--- config.mk ---
export PLATFORM = sky130hd
export DESIGN_NAME = i2c_bus_monitor
export DESIGN_NICKNAME = d
export VERILOG_FILES = /design/src/rtl/i2c_bus_monitor_pkg.sv /design/src/rtl/i2c_bus_monitor_datapath.sv /design/src/rtl/i2c_bus_monitor_control.sv /design/src/rtl/i2c_bus_monitor.sv
export SDC_FILE = /design/constraint.sdc
export NUM_CORES = 1
export LEC_CHECK = 0
export BUFFER_PORTS_ARGS = -buffer_cell sky130_fd_sc_hd__buf_4
export CAP_MARGIN = 20
export CORE_AREA = 2 2 39 41
export DETAILED_ROUTE_END_ITERATION = 8
export DIE_AREA = 0 0 41 43
export PLACE_DENSITY_LB_ADDON = 0.05
export SYNTH_ARGS = -nofsm -noshare
export SYNTH_HDL_FRONTEND = slang
export SYNTH_SLANG_ARGS = --single-unit
--- constraint.sdc ---
create_clock -name clk -period 2.9 [get_ports clk]
set_input_delay 0.435 -clock clk [delete_from_list [all_inputs] [get_ports clk]]
set_output_delay 0.435 -clock clk [all_outputs]
set_load 0.01 [all_outputs]
--- src/rtl/i2c_bus_monitor_pkg.sv ---
package i2c_bus_monitor_pkg;

  localparam logic [2:0] PHASE_IDLE   = 3'd0;
  localparam logic [2:0] PHASE_ADDR   = 3'd1;
  localparam logic [2:0] PHASE_DATA   = 3'd2;
  localparam logic [2:0] PHASE_START  = 3'd3;
  localparam logic [2:0] PHASE_RSTART = 3'd4;
  localparam logic [2:0] PHASE_ACK    = 3'd5;

  // events seen on the synchronized lines
  typedef struct packed {
    logic startDet;
    logic stopDet;
    logic sclRise;
    logic sdaLevel;
  } lineEvents_t;

  // strobes from control to datapath
  typedef struct packed {
    logic clrStatus;
    logic setStart;
    logic setStop;
    logic setColl;
    logic clrColl;
  } ctlStrobes_t;

  function automatic logic phaseChecked(input logic [2:0] ph);
    return (ph >= PHASE_ADDR) && (ph <= PHASE_ACK);
  endfunction

endpackage

--- src/rtl/i2c_bus_monitor_datapath.sv ---
module i2c_bus_monitor_datapath
  import i2c_bus_monitor_pkg::*;
#(
  parameter int SYNC_STAGES = 2
) (
  input  logic        clk,
  input  logic        rstN,
  input  logic        sclIn,
  input  logic        sdaIn,
  input  ctlStrobes_t strobes,
  output lineEvents_t events,
  output logic        startSeen,
  output logic        stopSeen,
  output logic        collFlag
);

  localparam int LAST = SYNC_STAGES - 1;

  logic [LAST:0] sclSync, sdaSync;
  logic sclQ, sdaQ;
  logic sclS, sdaS;

  // lines idle high, so reset to 1 to avoid false edges
  always_ff @(posedge clk or negedge rstN) begin
    if (!rstN) begin
      sclSync <= '1;
      sdaSync <= '1;
      sclQ    <= 1'b1;
      sdaQ    <= 1'b1;
    end else begin
      sclSync[0] <= sclIn;
      sdaSync[0] <= sdaIn;
      for (int i = 1; i < SYNC_STAGES; i++) begin
        sclSync[i] <= sclSync[i-1];
        sdaSync[i] <= sdaSync[i-1];
      end
      sclQ <= sclSync[LAST];
      sdaQ <= sdaSync[LAST];
    end
  end

  assign sclS = sclSync[LAST];
  assign sdaS = sdaSync[LAST];

  always_comb begin
    events.startDet = sclS & sclQ & sdaQ & ~sdaS;
    events.stopDet  = sclS & sclQ & ~sdaQ & sdaS;
    events.sclRise  = sclS & ~sclQ;
    events.sdaLevel = sdaS;
  end

  always_ff @(posedge clk or negedge rstN) begin
    if (!rstN) begin
      startSeen <= 1'b0;
      stopSeen  <= 1'b0;
    end else if (strobes.clrStatus) begin
      startSeen <= 1'b0;
      stopSeen  <= 1'b0;
    end else if (strobes.setStart) begin
      startSeen <= 1'b1;
      stopSeen  <= 1'b0;
    end else if (strobes.setStop) begin
      startSeen <= 1'b0;
      stopSeen  <= 1'b1;
    end
  end

  always_ff @(posedge clk or negedge rstN) begin
    if (!rstN)                collFlag <= 1'b0;
    else if (strobes.setColl) collFlag <= 1'b1;
    else if (strobes.clrColl) collFlag <= 1'b0;
  end

  AST_STATUS_EXCLUSIVE: assert property (@(posedge clk) disable iff (!rstN)
    !(startSeen && stopSeen));
  AST_START_NEEDS_EVENT: assert property (@(posedge clk) disable iff (!rstN)
    $rose(startSeen) |-> $past(events.startDet));
  AST_STOP_NEEDS_EVENT: assert property (@(posedge clk) disable iff (!rstN)
    $rose(stopSeen) |-> $past(events.stopDet));

endmodule

--- src/rtl/i2c_bus_monitor_control.sv ---
module i2c_bus_monitor_control
  import i2c_bus_monitor_pkg::*;
(
  input  logic        clk,
  input  logic        rstN,
  input  logic        enable,
  input  logic        intEnable,
  input  logic [2:0]  masterPhase,
  input  logic        sdaExpect,
  input  logic        collClear,
  input  lineEvents_t events,
  input  logic        startSeen,
  input  logic        collFlag,
  output ctlStrobes_t strobes,
  output logic        stopIrq,
  output logic        collIrq
);

  logic checkNow;

  always_comb begin
    checkNow          = enable & phaseChecked(masterPhase) & events.sclRise;
    strobes.clrStatus = ~enable;
    strobes.setStart  = enable & events.startDet;
    strobes.setStop   = enable & events.stopDet;
    strobes.setColl   = checkNow & sdaExpect & ~events.sdaLevel;
    strobes.clrColl   = collClear;
  end

  always_ff @(posedge clk or negedge rstN) begin
    if (!rstN) begin
      stopIrq <= 1'b0;
      collIrq <= 1'b0;
    end else begin
      stopIrq <= strobes.setStop & startSeen & intEnable;
      collIrq <= strobes.setColl & ~collFlag;
    end
  end

  AST_DISABLE_CLEARS: assert property (@(posedge clk) disable iff (!rstN)
    !enable |=> !startSeen);
  AST_STOPIRQ_GATED: assert property (@(posedge clk) disable iff (!rstN)
    stopIrq |-> $past(intEnable) && $past(startSeen));
  AST_COLL_PHASE: assert property (@(posedge clk) disable iff (!rstN)
    $rose(collFlag) |-> $past(phaseChecked(masterPhase)) && $past(sdaExpect));
  AST_COLL_STICKY: assert property (@(posedge clk) disable iff (!rstN)
    collFlag && !collClear |=> collFlag);
  AST_COLLIRQ_PULSE: assert property (@(posedge clk) disable iff (!rstN)
    collIrq |=> !collIrq);
  AST_STOPIRQ_PULSE: assert property (@(posedge clk) disable iff (!rstN)
    stopIrq |=> !stopIrq);

endmodule

--- src/rtl/i2c_bus_monitor.sv ---
module i2c_bus_monitor
  import i2c_bus_monitor_pkg::*;
#(
  parameter int SYNC_STAGES = 2
) (
  input  logic       clk,
  input  logic       rstN,
  input  logic       enable,
  input  logic       intEnable,
  input  logic       sclIn,
  input  logic       sdaIn,
  input  logic [2:0] masterPhase,
  input  logic       sdaExpect,
  input  logic       collClear,
  output logic       startSeen,
  output logic       stopSeen,
  output logic       busFree,
  output logic       stopIrq,
  output logic       collFlag,
  output logic       collIrq
);

  ctlStrobes_t strobes;
  lineEvents_t events;

  i2c_bus_monitor_datapath #(.SYNC_STAGES(SYNC_STAGES)) uDatapath (
    .clk(clk), .rstN(rstN), .sclIn(sclIn), .sdaIn(sdaIn),
    .strobes(strobes), .events(events),
    .startSeen(startSeen), .stopSeen(stopSeen), .collFlag(collFlag)
  );

  i2c_bus_monitor_control uControl (
    .clk(clk), .rstN(rstN), .enable(enable), .intEnable(intEnable),
    .masterPhase(masterPhase), .sdaExpect(sdaExpect), .collClear(collClear),
    .events(events), .startSeen(startSeen), .collFlag(collFlag),
    .strobes(strobes), .stopIrq(stopIrq), .collIrq(collIrq)
  );

  assign busFree = stopSeen | ~(startSeen | stopSeen);

  AST_BUSY_WHILE_STARTED: assert property (@(posedge clk) disable iff (!rstN)
    startSeen |-> !busFree);

endmodule

# Word level (Yosys, flattened, before mapping)
# Cells that the tools add are included.
# classes
n_lt_le_gt_ge	2
eq_ne	1
muxes	8
bitwise_logic	22
reduce_logical	2
# ops
op	count
$and A1 B1 Y1	15
$mux W1	8
$not A1 Y1	5
$ge A3 B1 Y1 const B	1
$le A3 B3 Y1 const B	1
$ne A3 B1 Y1 const B	1
$or A1 B1 Y1	2
$reduce_bool A2 Y1	1
$logic_and A1 B1 Y1	1
# totals
ff_bits	11
inputBits	11
out_inout_bits	6
wordCells	44

# Logic depth before layout (Yosys ltp)
# Gate-level depths: netlist of the first run.
# logic_depth
ltp_word	7
depth_mapped	3

# By module
# Synthesis of the first run repeated with hierarchy kept, for this count alone.
# hier_totals
hier_cells	33
area_unflattened_um2	444.2
# modules_own_cells
module	instances	cells_per_inst	area_each_um2	seq_area_each_um2
i2c_bus_monitor_datapath	1	21	319.1	232.7
i2c_bus_monitor_control	1	11	118.9	50.0
i2c_bus_monitor	1	1	6.3	0.0

# Least setup slack after synthesis of the first run
# No wires, ideal clock.
# synth_path
path_kind	input to register
startpoint	input masterPhase[1]
endpoint	register uDatapath.collFlag
setup_ns	0.119
arrival_ns	0.928
t_required_ns	2.781
path_slack_ns	1.853
path_stages	3
cell_sequence	or3_4 -> nand4_2 -> o21ai_2
# synth_between
elab_chain_cells	7
elab_cells_between_ends	9
cone_classes	order compare: 2; mux: 1; bitwise: 4; reduce/logical: 2
# synth_rtl
item	line	text
from (decl)	i2c_bus_monitor.sv:12	input logic [2:0] masterPhase,
$ge A3 B1 Y1 / $le A3 B3 Y1 (equally long branches)	i2c_bus_monitor_pkg.sv:28	return (ph >= PHASE_ADDR) && (ph <= PHASE_ACK);
$logic_and A1 B1 Y1 *	i2c_bus_monitor_pkg.sv:28	
$and A1 B1 Y1 * (2 in a row)	i2c_bus_monitor_control.sv:22	checkNow = enable & phaseChecked(masterPhase) & events.sclRise;
$and A1 B1 Y1 * (2 in a row)	i2c_bus_monitor_control.sv:26	strobes.setColl = checkNow & sdaExpect & ~events.sdaLevel;
$mux W1 / $reduce_bool A2 Y1 (equally long branches)	n/a	
to (signal assigned)	i2c_bus_monitor_datapath.sv:69	if (!rstN) collFlag <= 1'b0;
to (signal assigned)	i2c_bus_monitor_datapath.sv:70	else if (strobes.setColl) collFlag <= 1'b1;
to (signal assigned)	i2c_bus_monitor_datapath.sv:71	else if (strobes.clrColl) collFlag <= 1'b0;
to (decl)	i2c_bus_monitor_datapath.sv:14	output logic collFlag
# Every way passes the cells marked *; elsewhere a longest branch is shown, timed or not.
# A chain may end at the register's enable or synchronous reset.

# Worst setup path in the final report of the first run
# layout_path
startpoint	register uDatapath.stopSeen
endpoint	output busFree
# layout_between
elab_chain_cells	3
# layout_rtl
item	line	text
from (decl)	i2c_bus_monitor_datapath.sv:13	output logic stopSeen,
from (signal assigned)	i2c_bus_monitor_datapath.sv:55	stopSeen <= 1'b0;
from (signal assigned)	i2c_bus_monitor_datapath.sv:58	stopSeen <= 1'b0;
from (signal assigned)	i2c_bus_monitor_datapath.sv:61	stopSeen <= 1'b0;
$or A1 B1 Y1	i2c_bus_monitor.sv:39	assign busFree = stopSeen | ~(startSeen | stopSeen);
$not A1 Y1	i2c_bus_monitor.sv:39	
$or A1 B1 Y1 *	i2c_bus_monitor.sv:39	
to (decl)	i2c_bus_monitor.sv:17	output logic busFree,
# Marked as above.

==> results of run 1 <==
## registers in the layout (all words and copies together) (netlist names)
register	count
uControl.collIrq	1
uControl.stopIrq	1
uDatapath.collFlag	1
uDatapath.sclQ	1
uDatapath.sclSync	2
uDatapath.sdaQ	1
uDatapath.sdaSync	2
uDatapath.startSeen	1
uDatapath.stopSeen	1
## worst min path at each step
| stage | end | slack [ps] |
|---|---|---|
| 2_1_floorplan | uControl.collIrq | 140 |
| 3_3_place_gp | uDatapath.startSeen | 270 |
| 3_5_place_dp | uDatapath.stopSeen | 270 |
| 4_1_cts | uDatapath.sclSync[0] | 270 |
| 5_1_grt | uDatapath.sclSync[0] | 270 |
| 6_report | uDatapath.sclSync[0] | 280 |
## kinds of logic (layout without fill, tap and decap cells)
logic type	count (synthesis)	count (layout)
simple gates	14	14
flops	11	11
compound gates	5	5
buf+inv	1	22
## power breakdown
| group | total (µW) | switching (µW) | leakage [µW] | internal [µW] |
|---|---|---|---|---|
| registers | 169 | 5.23 | 0.000132 | 164 |
| logic | 29.7 | 12.0 | 0.000150 | 17.6 |
| clock network | 99.0 | 45.9 | 0.0000150 | 53.1 |
## metrics by stage
step                      hold slack (ps)  std cells  area, µm²
after floorplan                       139         31        408
after global placement                270         63        548
after detailed placement              275         63        548
after CTS                             271         68        584
after global routing                  270         68        584
final                                 281         68        584
## cells in the final DEF (no fill, tap or decap), types with 2 or more instances in the layout
cell	count
clkbuf_4	3
and3b_1	2
dfstp_2	6
o21ai_0	2
dfrtp_1	5
buf_4	16
nand2_1	5
## per-layer routing
layer	vias up	GRT usage [%]	share of wire, %
met5	-	0	0
met4	0	6.00	0
met3	0	4.71	7.0
met2	12	18.8	53
met1	157	12.9	40
li1	150	-	-
## repair_timing
item	CTS	global route
hold buffers	1	0
resized for setup	0	0
endpoints found under the hold margin	5	0
## area by class of cell
| cell class | count | area, µm² | share of cell area [%] |
|---|---|---|---|
| Inverter | 1 | 3.75 | 0.642 |
| Timing Repair Buffer | 17 | 130 | 22.3 |
| Clock buffer | 4 | 26.3 | 4.50 |
| Multi-Input combinational cell | 19 | 121 | 20.8 |
| Tap cell | 16 | 20.0 | 3.43 |
| Sequential cell | 11 | 283 | 48.4 |
## critical path, cell delays in order (launching register included)
cell	delay, ps
dfrtp_1	410
nand2b_1	150
buf_4	140
==> impl_metrics.ini, run 1 <==
[pwr]
power_leakage_uw = 0.000297
power.total_uw = 297
ir_drop_mv = 0.250
powerDensity_nw_per_um2 = 509

[timing]
slew_violations = 0
rsz0062_at_grt = false
fmax_mhz = 717
timing.final.crit_share_pct = 48.1
fin_skew_ps = 1.07
setup_tns_ps = 0
period_needed_ps = 1390
setup_viol = 0
tightest_slew_ps = 229
fin_ws_ps = 1510
hold_viol = 0
maxSlewHeadroom_pct = 84.6

[status]
outcome = finished, final reports clean

[synth]
postSynthAreaPerCell_um2 = 13.2
synth_top_cell_area_share_pct = 38.7
synth_area_um2 = 408
ys_warn_count = 0
synth_edf_count = 0
synth_area_leaders = dfstp_2 39%, dfrtp_1 31%, nand2_1 4.6%
synth_top_family_by_area = simple AND/OR/NAND/NOR gates
synth_top_flop_cell = dfstp_2
synth_cell_types = 16
synth-async-reset-ratio_pct = 100
synth_area_leader_cell = dfstp_2
synth_commonest_cells = 6 x dfstp_2, 5 x dfrtp_1, 5 x nand2_1
syn_inst = 31
synth-seq-cells = 11
synth.most_common_cell = dfstp_2
syn_nets = 42
synth_adder_area_share_pct = 0
synth_xor_area_share_pct = 0
ys_seq_area_share_pct = 69.3
synthMuxAreaShare_pct = 0
yosys.area_share.simple_pct = 22.1
synth_compound_area_share_pct = 7.67

[critical_path]
worstSetupEndpointType = output pin
crit_end = busFree
arrival_ps = 960
crit_fanout = 4
reg2reg_to = uDatapath.stopSeen
worstSetupPathType = reg -> out
reg2regPathDepth = 3
regToRegSetupSlack_ps = 1780
rr_startpoint = uDatapath.sdaQ
worstPathRequired_ps = 2470
startpoint = uDatapath.stopSeen
worstSetupStartpointType = flip-flop

[global_routing]
grt_pass1_wl_um = 1320
grt_pass1_vias = 323
grt_overflow_total = 0
grt_max_degree = 12
grt_antenna_before_repair = 0
grt_use_total_pct = 11.8

[placed_design]
io_buffers = 16
dp_hpwl_um = 649
routabilityCongestion = 0.646
dp_slack_ps = 1710

[routing]
vias_per_cell = 4.69
initialDrtViolationCount = 4
wl_per_cell_um = 11.9
wl_um = 809
drc = 0
drt_first_pass_iters = 4
ant_nets = 0
vias = 319

[layout]
nFillCells = 144
nNetsFinal = 64
num_antenna_cells = 0
drive_gt1_share_pct = 53.8
area_growth_pct = 43.3
utilization_pct = 42.2

[floorplan]
rows = 14
core_um2 = 1380
die_area_um2 = 1760
die_h_um = 43
initial_core_util_pct = 29.5
pin_count = 17
die_w_um = 41

[clock_network]
postCtsSetupBuffers = 0
cts_max_level = 1
cts_buffer_depth = 2
clk_latency_ps = 260
cts_buffers = 3
clock_sinks = 11
cts_tree = built
cts_root_buf = clkbuf_4
clk_pin_slew_ps = 60

[min_path]
hp-start = sclIn
worstHoldPathCells = 1
hp-class = in -> reg

[job]
maxCapViolations = 0
Note: power is estimated with default switching activity, not from simulation.
==> run 2, diff against run 1 <==
Settings changed: ABC_AREA set to 1.
Clock period 2.9 ns to 1.2 ns, I/O delays scaled along.
==> run 2 against run 1 <==
Compared with the run above: routed wire length shrank 1.9%; total power is 140% higher; hold slack got worse by 260 ps; global-route usage is 0.090 points lower; critical path depth stayed put; area after synthesis is 1.5% higher; first-iteration DRC count decreased by 100%; core utilization grew 2.7 points; cell area grew 6.4%; combinational power increased by 150%; clock skew barely moved; via count increased by 9.1%; critical path type unchanged; largest power group unchanged.
==> impl_metrics.ini, run 2 <==
[status]
outcome = finished, final reports clean

[global_routing]
grt_max_degree = 12
grt_pass1_vias = 324
grt_use_total_pct = 11.7
grt_pass1_wl_um = 1290
grt_antenna_before_repair = 0
grt_overflow_total = 0

[timing]
maxSlewHeadroom_pct = 88.6
fin_skew_ps = 0.918
hold_viol = 0
fin_ws_ps = 14.1
rsz0062_at_grt = true
slew_violations = 0
timing.final.crit_share_pct = 98.8
period_needed_ps = 1190
tightest_slew_ps = 169
fmax_mhz = 843
setup_viol = 0
setup_tns_ps = 0

[job]
maxCapViolations = 0

[synth]
synth_top_flop_cell = dfstp_2
synth_edf_count = 0
synth-async-reset-ratio_pct = 100
syn_nets = 50
postSynthAreaPerCell_um2 = 10.6
ys_seq_area_share_pct = 68.3
synth_commonest_cells = 9 x nand2_1, 6 x dfstp_2, 6 x inv_1
synth-seq-cells = 11
synth_area_leader_cell = dfstp_2
synth_area_um2 = 414
synth_area_leaders = dfstp_2 38%, dfrtp_1 30%, nand2_1 8.2%
syn_inst = 39
ys_warn_count = 0
synth_top_cell_area_share_pct = 38.1
synth.most_common_cell = nand2_1
synth_cell_types = 12

[routing]
vias_per_cell = 4.41
drt_first_pass_iters = 1
initialDrtViolationCount = 0
vias = 348
ant_nets = 0
wl_um = 794
drc = 0
wl_per_cell_um = 10.1

[placed_design]
dp_slack_ps = 160
dp_hpwl_um = 615
routabilityCongestion = 0.620
io_buffers = 16
dpl_cell_area_um2 = 554

[critical_path]
worstSetupStartpointType = flip-flop
worstPathRequired_ps = 1020
crit_fanout = 2
worstSetupPathType = reg -> out
arrival_ps = 1010
worstSetupEndpointType = output pin

[clock_network]
cts_max_level = 1
cts_root_buf = clkbuf_4
cts_tree = built
clock_sinks = 11
clk_latency_ps = 260
clk_pin_slew_ps = 70
cts_buffers = 3
cts_buffer_depth = 2

[floorplan]
die_h_um = 43
core_um2 = 1380
initial_core_util_pct = 29.9
pin_count = 17
rows = 14
die_w_um = 41
die_area_um2 = 1760

[min_path]
hp-class = in -> reg

[layout]
postLayoutCellArea_um2 = 622
reg_top3 = uDatapath.sclSync (2), uDatapath.sdaSync (2)
multi_input_area_um2 = 111
utilization_pct = 44.9
num_antenna_cells = 0
final_common_cell = buf_4
nNetsFinal = 75
most-common-layout-cells = 17 x buf_4, 9 x nand2_1, 6 x dfstp_2
area_growth_pct = 50.2
drive_gt1_share_pct = 49.2
regArea_um2 = 283
nFillCells = 152

[pwr]
power.total_uw = 718
ir_drop_mv = 0.511
powerDensity_nw_per_um2 = 1150
power_leakage_uw = 0.000315
[run 2: metrics by stage]
| step | instances | hold WS (ps) |
|---|---|---|
| 3_5_place_dp | 71 | 18.1 |
| 6_report | 79 | 22.2 |
| 4_1_cts | 78 | 7.75 |
| 2_1_floorplan | 39 | -116 |
| 3_3_place_gp | 71 | 14.1 |
| 5_1_grt | 79 | -0.358 |
[run 2: per-layer routing]
layer  GRT usage, %  up-vias  routed length, µm  part of all wire [%]
li1               -      172                  -                     -
met1           12.2      162                307                    39
met2           17.2       12                430                    54
met3           3.14        2                 47                   5.9
met4           12.0        0                  8                   1.0
met5              0        -                  0                     0
[run 2: final timing paths]
| path | from | endpoint | slack [ps] | cells after the start |
|---|---|---|---|---|
| hold reg to reg | uDatapath.sdaSync[0] | uDatapath.sdaSync[1] | 360 | 0 |
| setup reg to reg | uDatapath.sclSync[1] | uDatapath.collFlag | 180 | 4 |
| min in group asynchronous | rstN | uDatapath.collFlag | 290 | 2 |
| setup / recovery | uDatapath.stopSeen | busFree | 10 | 2 |
| max in group asynchronous | rstN | uDatapath.sclSync[1] | 690 | 2 |
| hold / removal | sclIn | uDatapath.sclSync[0] | 20 | 1 |
[run 2: layout make-up]
type | count | area share (%)
tap | 16 | 3.22
clock buffer | 4 | 4.23
inverter | 6 | 3.62
multi-input combinational | 22 | 17.9
timing repair buffer | 20 | 25.6
sequential | 11 | 45.5
[run 2: cells by family (layout without fill, tap and decap cells)]
family          count (synthesis)  after routing  synth area share, %
buf+inv                         6             30                 5.44
simple gates                   19             19                 22.1
flops                          11             11                 68.3
compound gates                  3              3                 4.23
[run 2: power breakdown]
group	total [µW]	internal [µW]	switching (µW)
Clock	242	128	114
Combinational	72.9	42.6	30.2
Sequential	403	393	9.59
Total	718	564	154
[run 2: critical path, stage by stage (launching register included)]
cell	delay (ps)
dfrtp_1	380
or2_4	250
buf_6	120
[run 2: what timing repair did]
item | in CTS | in global routing
buffers inserted | 2 | 0
resized for setup | 2 | 1
endpoints found under the hold margin | 11 | 1
hold buffers | 1 | 1
setup endpoints to repair | 1 | 1
